## config.mk

```make
export PLATFORM = sky130hd
export DESIGN_NAME = gcd_subtract_core
export DESIGN_NICKNAME = d
export VERILOG_FILES = /design/src/rtl/gcd_pkg.sv /design/src/rtl/gcd_lane.sv /design/src/rtl/gcd_compare.sv /design/src/rtl/gcd_datapath.sv /design/src/rtl/gcd_fsm.sv /design/src/rtl/gcd_subtract_core.sv
export SDC_FILE = /design/constraint.sdc
export NUM_CORES = 1
export LEC_CHECK = 0
export BUFFER_PORTS_ARGS = -buffer_cell sky130_fd_sc_hd__buf_4
export CAP_MARGIN = 20
export CORE_AREA = 10 10 79 95
export CTS_CLUSTER_SIZE = 30
export DETAILED_ROUTE_END_ITERATION = 8
export DIE_AREA = 0 0 89 105
export SKIP_CTS_REPAIR_TIMING = 1
export SLEW_MARGIN = 20
export SYNTH_ARGS = -nofsm -noshare
export SYNTH_HDL_FRONTEND = slang
export SYNTH_SLANG_ARGS = --single-unit
```

## constraint.sdc

```tcl
create_clock -name clk -period 3.5 [get_ports clk]
set_clock_uncertainty 0.15 [all_clocks]
set_input_delay 0.525 -clock clk [delete_from_list [all_inputs] [get_ports clk]]
set_output_delay 0.525 -clock clk [all_outputs]
set_load 0.01 [all_outputs]
```

## src/rtl/gcd_pkg.sv

```systemverilog
package gcd_pkg;

  typedef enum logic [3:0] {
    ST_IDLE     = 4'd0,
    ST_WAIT     = 4'd1,
    ST_GOJOIN   = 4'd2,
    ST_LOADA    = 4'd3,
    ST_LOADB    = 4'd4,
    ST_NEQ      = 4'd5,
    ST_LT       = 4'd6,
    ST_SUBB     = 4'd7,
    ST_SUBA     = 4'd8,
    ST_IFJOIN   = 4'd9,
    ST_LOOPJOIN = 4'd10,
    ST_OUTPUT   = 4'd11,
    ST_OUTJOIN  = 4'd12
  } gcd_state_e;

  localparam logic PICK_EXT  = 1'b0;
  localparam logic PICK_DIFF = 1'b1;

  typedef struct packed {
    logic a_pick;
    logic a_load;
    logic b_pick;
    logic b_load;
    logic res_load;
  } dp_ctrl_t;

  typedef struct packed {
    logic differ;
    logic a_below;
    logic any_zero;
  } dp_stat_t;

endpackage

```

## src/rtl/gcd_lane.sv

```systemverilog
module gcd_lane #(
  parameter int unsigned W = 8
) (
  input  logic         clk,
  input  logic         rst,
  input  logic [W-1:0] ext_val,
  input  logic [W-1:0] peer_val,
  input  logic         pick,
  input  logic         load,
  output logic [W-1:0] val
);
  import gcd_pkg::*;

  logic [W-1:0] diff;

  assign diff = val - peer_val;

  always_ff @(posedge clk) begin
    if (rst) begin
      val <= '0;
    end else if (load) begin
      val <= (pick == PICK_DIFF) ? diff : ext_val;
    end
  end

  // a register that is not loaded keeps its value
  assert_lane_hold_R4: assert property (@(posedge clk) disable iff (rst)
    !load |=> $stable(val));

endmodule

```

## src/rtl/gcd_compare.sv

```systemverilog
module gcd_compare #(
  parameter int unsigned W = 8
) (
  input  logic [W-1:0]     a_val,
  input  logic [W-1:0]     b_val,
  output gcd_pkg::dp_stat_t stat
);
  always_comb begin
    stat.differ   = (a_val != b_val);
    stat.a_below  = (a_val < b_val);
    stat.any_zero = (a_val == '0) || (b_val == '0);
  end

endmodule

```

## src/rtl/gcd_datapath.sv

```systemverilog
module gcd_datapath #(
  parameter int unsigned W = 8
) (
  input  logic              clk,
  input  logic              rst,
  input  logic [W-1:0]      opa_in,
  input  logic [W-1:0]      opb_in,
  input  gcd_pkg::dp_ctrl_t ctl,
  output gcd_pkg::dp_stat_t stat,
  output logic [W-1:0]      result
);
  import gcd_pkg::*;

  localparam int unsigned LANES = 2;

  logic [W-1:0] ext_v  [LANES];
  logic [W-1:0] cur_v  [LANES];
  logic [LANES-1:0] pick_v;
  logic [LANES-1:0] load_v;
  logic [W-1:0] res_src;

  assign ext_v[0]  = opa_in;
  assign ext_v[1]  = opb_in;
  assign pick_v    = {ctl.b_pick, ctl.a_pick};
  assign load_v    = {ctl.b_load, ctl.a_load};

  for (genvar g = 0; g < LANES; g++) begin : g_lane
    gcd_lane #(.W(W)) u_lane (
      .clk      (clk),
      .rst      (rst),
      .ext_val  (ext_v[g]),
      .peer_val (cur_v[LANES-1-g]),
      .pick     (pick_v[g]),
      .load     (load_v[g]),
      .val      (cur_v[g])
    );
  end

  gcd_compare #(.W(W)) u_cmp (
    .a_val (cur_v[0]),
    .b_val (cur_v[1]),
    .stat  (stat)
  );

  // zero guard: a zero A reports B (also covers both zero)
  assign res_src = (cur_v[0] == '0) ? cur_v[1] : cur_v[0];

  always_ff @(posedge clk) begin
    if (rst) begin
      result <= '0;
    end else if (ctl.res_load) begin
      result <= res_src;
    end
  end

  assert_reduce_a_order_R4: assert property (@(posedge clk) disable iff (rst)
    (ctl.a_load && ctl.a_pick == PICK_DIFF) |-> (cur_v[1] <= cur_v[0]));

  assert_reduce_b_order_R4: assert property (@(posedge clk) disable iff (rst)
    (ctl.b_load && ctl.b_pick == PICK_DIFF) |-> (cur_v[0] < cur_v[1]));

  assert_single_step_R4: assert property (@(posedge clk) disable iff (rst)
    !(ctl.a_load && ctl.b_load));

  assert_result_hold_R6: assert property (@(posedge clk) disable iff (rst)
    !ctl.res_load |=> $stable(result));

  assert_zero_guard_R7: assert property (@(posedge clk) disable iff (rst)
    (ctl.res_load && cur_v[0] == '0) |=> (result == $past(cur_v[1])));

endmodule

```

## src/rtl/gcd_fsm.sv

```systemverilog
module gcd_fsm (
  input  logic              clk,
  input  logic              rst,
  input  logic              start,
  input  gcd_pkg::dp_stat_t stat,
  output gcd_pkg::dp_ctrl_t ctl,
  output logic              strobe
);
  import gcd_pkg::*;

  gcd_state_e state, nxt;

  always_ff @(posedge clk) begin
    if (rst) begin
      state  <= ST_IDLE;
      strobe <= 1'b0;
    end else begin
      state  <= nxt;
      strobe <= (state == ST_OUTPUT);
    end
  end

  always_comb begin
    nxt = ST_IDLE;
    unique case (state)
      ST_IDLE:     nxt = ST_WAIT;
      ST_WAIT:     nxt = start ? ST_LOADA : ST_GOJOIN;
      ST_GOJOIN:   nxt = ST_WAIT;
      ST_LOADA:    nxt = ST_LOADB;
      ST_LOADB:    nxt = ST_NEQ;
      ST_NEQ:      nxt = (stat.differ && !stat.any_zero) ? ST_LT : ST_OUTPUT;
      ST_LT:       nxt = stat.a_below ? ST_SUBB : ST_SUBA;
      ST_SUBB:     nxt = ST_IFJOIN;
      ST_SUBA:     nxt = ST_IFJOIN;
      ST_IFJOIN:   nxt = ST_LOOPJOIN;
      ST_LOOPJOIN: nxt = ST_NEQ;
      ST_OUTPUT:   nxt = ST_OUTJOIN;
      ST_OUTJOIN:  nxt = ST_IDLE;
      default:     nxt = ST_IDLE;
    endcase
  end

  always_comb begin
    ctl = '0;
    unique case (state)
      ST_LOADA: begin ctl.a_pick = PICK_EXT;  ctl.a_load = 1'b1; end
      ST_LOADB: begin ctl.b_pick = PICK_EXT;  ctl.b_load = 1'b1; end
      ST_SUBB:  begin ctl.b_pick = PICK_DIFF; ctl.b_load = 1'b1; end
      ST_SUBA:  begin ctl.a_pick = PICK_DIFF; ctl.a_load = 1'b1; end
      ST_OUTPUT: ctl.res_load = 1'b1;
      default: ctl = '0;
    endcase
  end

  assert_state_legal_R8: assert property (@(posedge clk) disable iff (rst)
    state inside {[ST_IDLE:ST_OUTJOIN]});

  assert_idle_to_wait_R8: assert property (@(posedge clk) disable iff (rst)
    (state == ST_IDLE) |=> (state == ST_WAIT));

  assert_wait_hold_R2: assert property (@(posedge clk) disable iff (rst)
    (state == ST_WAIT && !start) |=> (state == ST_GOJOIN));

  assert_loop_exit_R5: assert property (@(posedge clk) disable iff (rst)
    (state == ST_NEQ && !stat.differ) |=> (state == ST_OUTPUT));

  assert_strobe_pulse_R6: assert property (@(posedge clk) disable iff (rst)
    strobe |=> !strobe);

endmodule

```

## src/rtl/gcd_subtract_core.sv

```systemverilog
module gcd_subtract_core #(
  parameter int unsigned WIDTH = 8
) (
  input  logic             clk,
  input  logic             rst,
  input  logic             start,
  input  logic [WIDTH-1:0] opa_in,
  input  logic [WIDTH-1:0] opb_in,
  output logic [WIDTH-1:0] result,
  output logic             result_strobe
);
  import gcd_pkg::*;

  dp_ctrl_t ctl;
  dp_stat_t stat;

  gcd_fsm u_fsm (
    .clk    (clk),
    .rst    (rst),
    .start  (start),
    .stat   (stat),
    .ctl    (ctl),
    .strobe (result_strobe)
  );

  gcd_datapath #(.W(WIDTH)) u_dp (
    .clk    (clk),
    .rst    (rst),
    .opa_in (opa_in),
    .opb_in (opb_in),
    .ctl    (ctl),
    .stat   (stat),
    .result (result)
  );

  // the strobe follows the result load by one edge
  assert_strobe_after_load_R6: assert property (@(posedge clk) disable iff (rst)
    ctl.res_load |=> result_strobe);

endmodule

```

# Word level (Yosys, flattened, before mapping)
# Index checks and enable logic that the tools add are counted.
word_totals:
  inputBits: 19
  out_inout_bits: 9
  elab_cells: 39
  register_bits: 29
op_classes:
  addsub: 2
  reduce_logical: 9
  n_eq_ne: 12
  muxes: 10
  order_cmp: 1
ops:
  columns: ["operator", "count"]
  rows:
  - ["$pmux 4 s9", 1]
  - ["$mux 8", 3]
  - ["$eq 4x3->1 const B", 4]
  - ["$eq 4x4->1 const B", 4]
  - ["$logic_not 8->1", 2]
  - ["$sub 8x8->8", 2]
  - ["$eq 4x2->1 const B", 2]
  - ["$lt 8x8->1", 1]
  - ["$mux 4", 2]
  - ["$ne 8x8->1", 1]
  - ["$pmux 2 s2", 2]
  - ["$reduce_or 2->1", 3]
  - ["$eq 4x1->1 const B", 1]
  - ["$logic_not 4->1", 1]
  - ["$mux 1", 2]
  - ["$logic_and 1x1->1", 1]
  - ["$logic_not 1->1", 1]
  - ["$logic_or 1x1->1", 1]

# Depth between registers and ports, before layout
depth:
  word_depth: 6
  mapped_depth: 8
  mapped_depth_nobuf: 8

# By module
# From an unflattened synthesis, not the netlist that was laid out.
unflattened:
  hier_cells: 298
  area_unflattened_um2: 2406.1
modules_own_cells:
  columns: ["mod", "cells_each", "n_inst", "area_per_inst_um2", "seq_area_each_um2"]
  rows:
  - ["gcd_lane", 89, 2, 726.9, 160.2]
  - ["gcd_datapath", 45, 1, 401.6, 160.2]
  - ["gcd_fsm", 41, 1, 317.8, 100.1]
  - ["gcd_compare", 34, 1, 232.7, 0.0]

# Least setup slack after synthesis
# OpenSTA, ideal clock, no wires.
synth_path:
  kind: "register to register"
  startpoint: "reg u_dp.g_lane[0].u_lane.val[0]"
  endpoint: "reg u_dp.g_lane[0].u_lane.val[6]"
  required_ns: 3.269
  path_buffers: 0
  arrival_time_ns: 1.955
  path_slack_ns: 1.314
  stages_incl_launch_ff: 9
  path_cell_list: "dfxtp_1 -> inv_1 -> ha_1 -> fa_1 -> nand2b_1 -> a21oi_2 -> a21oi_1 -> or4_1 -> a41oi_1"
synth_via:
  elab_chain_cells: 2
synth_rtl:
  columns: ["item", "line_no", "rtl"]
  rows:
  - ["start, declared", "gcd_lane.sv:10", "output logic [W-1:0] val"]
  - ["start signal, assigned", "gcd_lane.sv:22", "val <= (pick == PICK_DIFF) ? diff : ext_val;"]
  - ["$sub 8x8->8", "gcd_lane.sv:16", "assign diff = val - peer_val;"]
  - ["$mux 8", "gcd_lane.sv:22", null]
# No other way between the ends.
# A chain may end at the register's enable or synchronous reset.

# Final worst setup path
# Ends and elaborated chain as after synthesis.

==> key figures <==
Synthesis
  • Flops & latches, synth: 29
  • Synthesis Warnings: 0
  • Synthesized area per cell: just under 8 µm²
  • Synth Flop Type: dfxtp_1
  • Syn Nets: 319
  • Seq/Total Area, Yosys: 0.264
  • Mapped cell area: 2200 µm²
  • Synth Instances: 283
  • Ys async rst share: 0
  • Post-synth EDFFs: 0
  • Number of library cell types mapped by synthesis: 61

Clocking
  • Clk Latency, worst-skew pair: around 0.28 ns
  • Worst-path clk slew: about 0.07 ns
  • CTS H-tree lvls: 2
  • CTS Sinks: 29
  • Num CTS Buffers: 5
  • CTS tree: yes
  • CTS max path bufs: 2
  • Root buffer cell: clkbuf_8

Global routing
  • Gr ovfl total: 0
  • M2 GR Usage: 0.221
  • GR Util All Layers: 0.142
  • Busiest grt layer: met2
  • Largest net degree at the start of global routing: 33
  • Initial antenna violation count: 0
  • First-pass GRT wire length: approximately 11000 µm
  • Met3 usage: 0.0326
  • Vias in the first global route: roughly 2100
  • GR Util met1: 0.179

Drt
  • Iter 0 DRT Violations: 120
  • WL per Instance: ~18 µm
  • Final WL: between 6000 and 7000 µm
  • ANT nets after route: 0
  • Vias per cell: 5.91
  • Drt drc: 0
  • Via count: about 2200
  • DRT Pass-1 Iters: 5

Worst setup path
  • Required @ worst endpoint: around 3.6 ns
  • FF-to-FF Start: u_dp.g_lane[0].u_lane.val[0]
  • Cells on worst reg2reg path: 8
  • Setup crit start kind: register
  • Crit path max-delay family: adder cells
  • Critical-path top delay cell: fa_1
  • CP endpoint kind: register
  • Worst Setup SP: u_dp.g_lane[0].u_lane.val[0]
  • Critical path peak fanout: 5
  • Largest stage delay on the critical path: 0.42 ns
  • R2R Setup Slk: between 1 and 1.5 ns
  • WS Path Type: register to register
  • Crit path buffers/inverters: 1
  • WP depth: 8
  • Crit Reg-Reg Endpoint: u_dp.g_lane[0].u_lane.val[6]
  • Data arrival time of the critical path: about 2.5 ns
  • CP Cell Sequence: inv_1 > ha_1 > fa_1 > nand2b_1 > a21oi_2 > a21oi_1 > or4_1 > a41oi_1

Job
  • Max-cap viol count: 0

Die
  • Initial Utilization: 0.394
  • Num rows: 30
  • Die Y: 105 µm
  • Core Region: between 5000 and 6000 µm²
  • Die area: slightly above 9000 µm²
  • Die Span X: approximately 89 µm
  • # IOs: 28

Placement
  • Final GP Congestion: 0.887
  • PortBufs: 27
  • Final HPWL DP: around 4800 µm

Final layout
  • Final core occ: 0.454
  • # diodes: 0
  • Final net count: roughly 340
  • Share of cells above drive strength 1: 0.159
  • Area Growth Syn to Fin: 15.4%

Worst hold path
  • Min-Delay Endpoint: u_dp.result[1]
  • Hold Path Origin: u_dp.result[1]
  • Hold Path Class: register to register
  • Cells on Worst Hold Path: 2

STA
  • Fin crit period: roughly 2.4 ns
  • Normalized max-slew margin: 0.609
  • Max Fclk: around 400 MHz
  • TNS Setup: 0 ns
  • Slew @ Worst Pin: slightly below 0.6 ns
  • Setup violators final: 0
  • Slew Viols, Final: 0
  • Final period util: 0.698
  • Hold Vio Cnt, Final: 0
  • RSZ-0062 raised after global routing: no

Pwr
  • IR drop worst, VDD: 287 µV
  • Leakage: about 0.00096 µW
  • Power Density: slightly below 800 nW/µm²

Outcome
  • Status: completed
power by group:
part | switching [µW] | internal [µW]
Sequential | 129 | 389
Combinational | 611 | 415
Clock | 140 | 283
flip-flops by register name (all words and copies together) (netlist names):
signal,cells
u_fsm.strobe,1
u_dp.g_lane.u_lane.val,16
u_fsm.state,4
u_dp.result,8
how the worst max path moves through the flow:
stage                                         to  slack (ns)
floorplan           u_dp.g_lane[0].u_lane.val[6]        1.31
global placement    u_dp.g_lane[0].u_lane.val[6]        1.08
detailed placement  u_dp.g_lane[0].u_lane.val[6]        1.07
CTS                 u_dp.g_lane[0].u_lane.val[6]        1.05
global route        u_dp.g_lane[1].u_lane.val[6]        0.84
finish              u_dp.g_lane[0].u_lane.val[6]        1.06
per-stage QoR:
| step | setup WS [ns] | instance area [µm²] | std cells | hold slack [ns] | power (µW) |
|---|---|---|---|---|---|
| 4_1_cts | 1.05 | 2540 | 366 | 0.344 | 1960 |
| 5_1_grt | 0.839 | 2540 | 366 | 0.359 | 2110 |
| 6_report | 1.06 | 2540 | 366 | 0.341 | 1970 |
| 2_1_floorplan | 1.31 | 2200 | 283 | 0.337 | 1290 |
| 3_5_place_dp | 1.07 | 2410 | 358 | 0.331 | 1530 |
| 3_3_place_gp | 1.08 | 2410 | 358 | 0.332 | 1530 |
logic make-up after synthesis:
| group | count (synthesis) | share of synthesized area |
|---|---|---|
| and+or+nand+nor | 114 | 0.283 |
| muxes | 2 | 0.00909 |
| buffers and inverters | 36 | 0.0710 |
| DFF | 29 | 0.264 |
| AOI/OAI and AO/OA | 82 | 0.258 |
| adders and majority gates | 17 | 0.103 |
| xor gates and xnor gates | 3 | 0.0119 |
cells in the mapped netlist, drive strengths merged (3+ instances only):
cell type / instances / area, µm²
nor2: 41 / 171
clkbuf: 5 / 18.8
nor3b: 3 / 22.5
nand2b: 6 / 40.0
a211oi: 21 / 168
a21oi: 19 / 98.9
nor2b: 7 / 58.8
nand4: 3 / 18.8
o21ai: 14 / 70.1
ha: 15 / 188
inv: 19 / 71.3
nor4: 7 / 43.8
buf: 12 / 66.3
nand2: 17 / 63.8
dfxtp: 29 / 581
a22oi: 3 / 22.5
nor3: 12 / 65.1
a311oi: 3 / 26.3
or4: 5 / 41.3
nand3: 4 / 25.0
placed cells by master (no fill, tap or decap), types with 3 or more instances in the layout:
| cell type | count |
|---|---|
| nor2_1 | 38 |
| dfxtp_1 | 29 |
| buf_4 | 28 |
| inv_1 | 19 |
| a211oi_1 | 19 |
| a21oi_1 | 18 |
| nand2_1 | 17 |
| ha_1 | 15 |
| o21ai_0 | 13 |
| nor3_1 | 11 |
| nor4_1 | 7 |
| nor2b_1 | 5 |
| nand2b_1 | 5 |
| clkbuf_8 | 5 |
| or4_1 | 4 |
| nor3b_1 | 3 |
| nand3_1 | 3 |
| nand4_1 | 3 |
| a22oi_1 | 3 |
| a311oi_1 | 3 |
area by class of cell:
class | count | area [µm²]
fillers | 583 | 3050
multi-input cells | 218 | 1470
flip-flops and latches | 29 | 581
repair buffers | 28 | 210
well taps | 64 | 80.1
inverters | 19 | 71.3
clock buffers | 5 | 68.8
clock inverters | 3 | 65.1
worst register-to-register path, delay by kind of cell, from the launching register on:
family                   cells  cell delay (ns)
adder cells (fa/ha/maj)      2             0.63
AO/OA/AOI/OAI                3             0.53
AND/OR/NAND/NOR              2             0.59
flip-flops                   1             0.40
buffers and inverters        1             0.07
metal layers:
metal | part of all wire | up-vias
met5 | 0 | -
met4 | 0.021 | 0
met3 | 0.047 | 11
met2 | 0.49 | 54
met1 | 0.44 | 1024
li1 | - | 1075
Note: power is estimated with default switching activity, not from simulation.
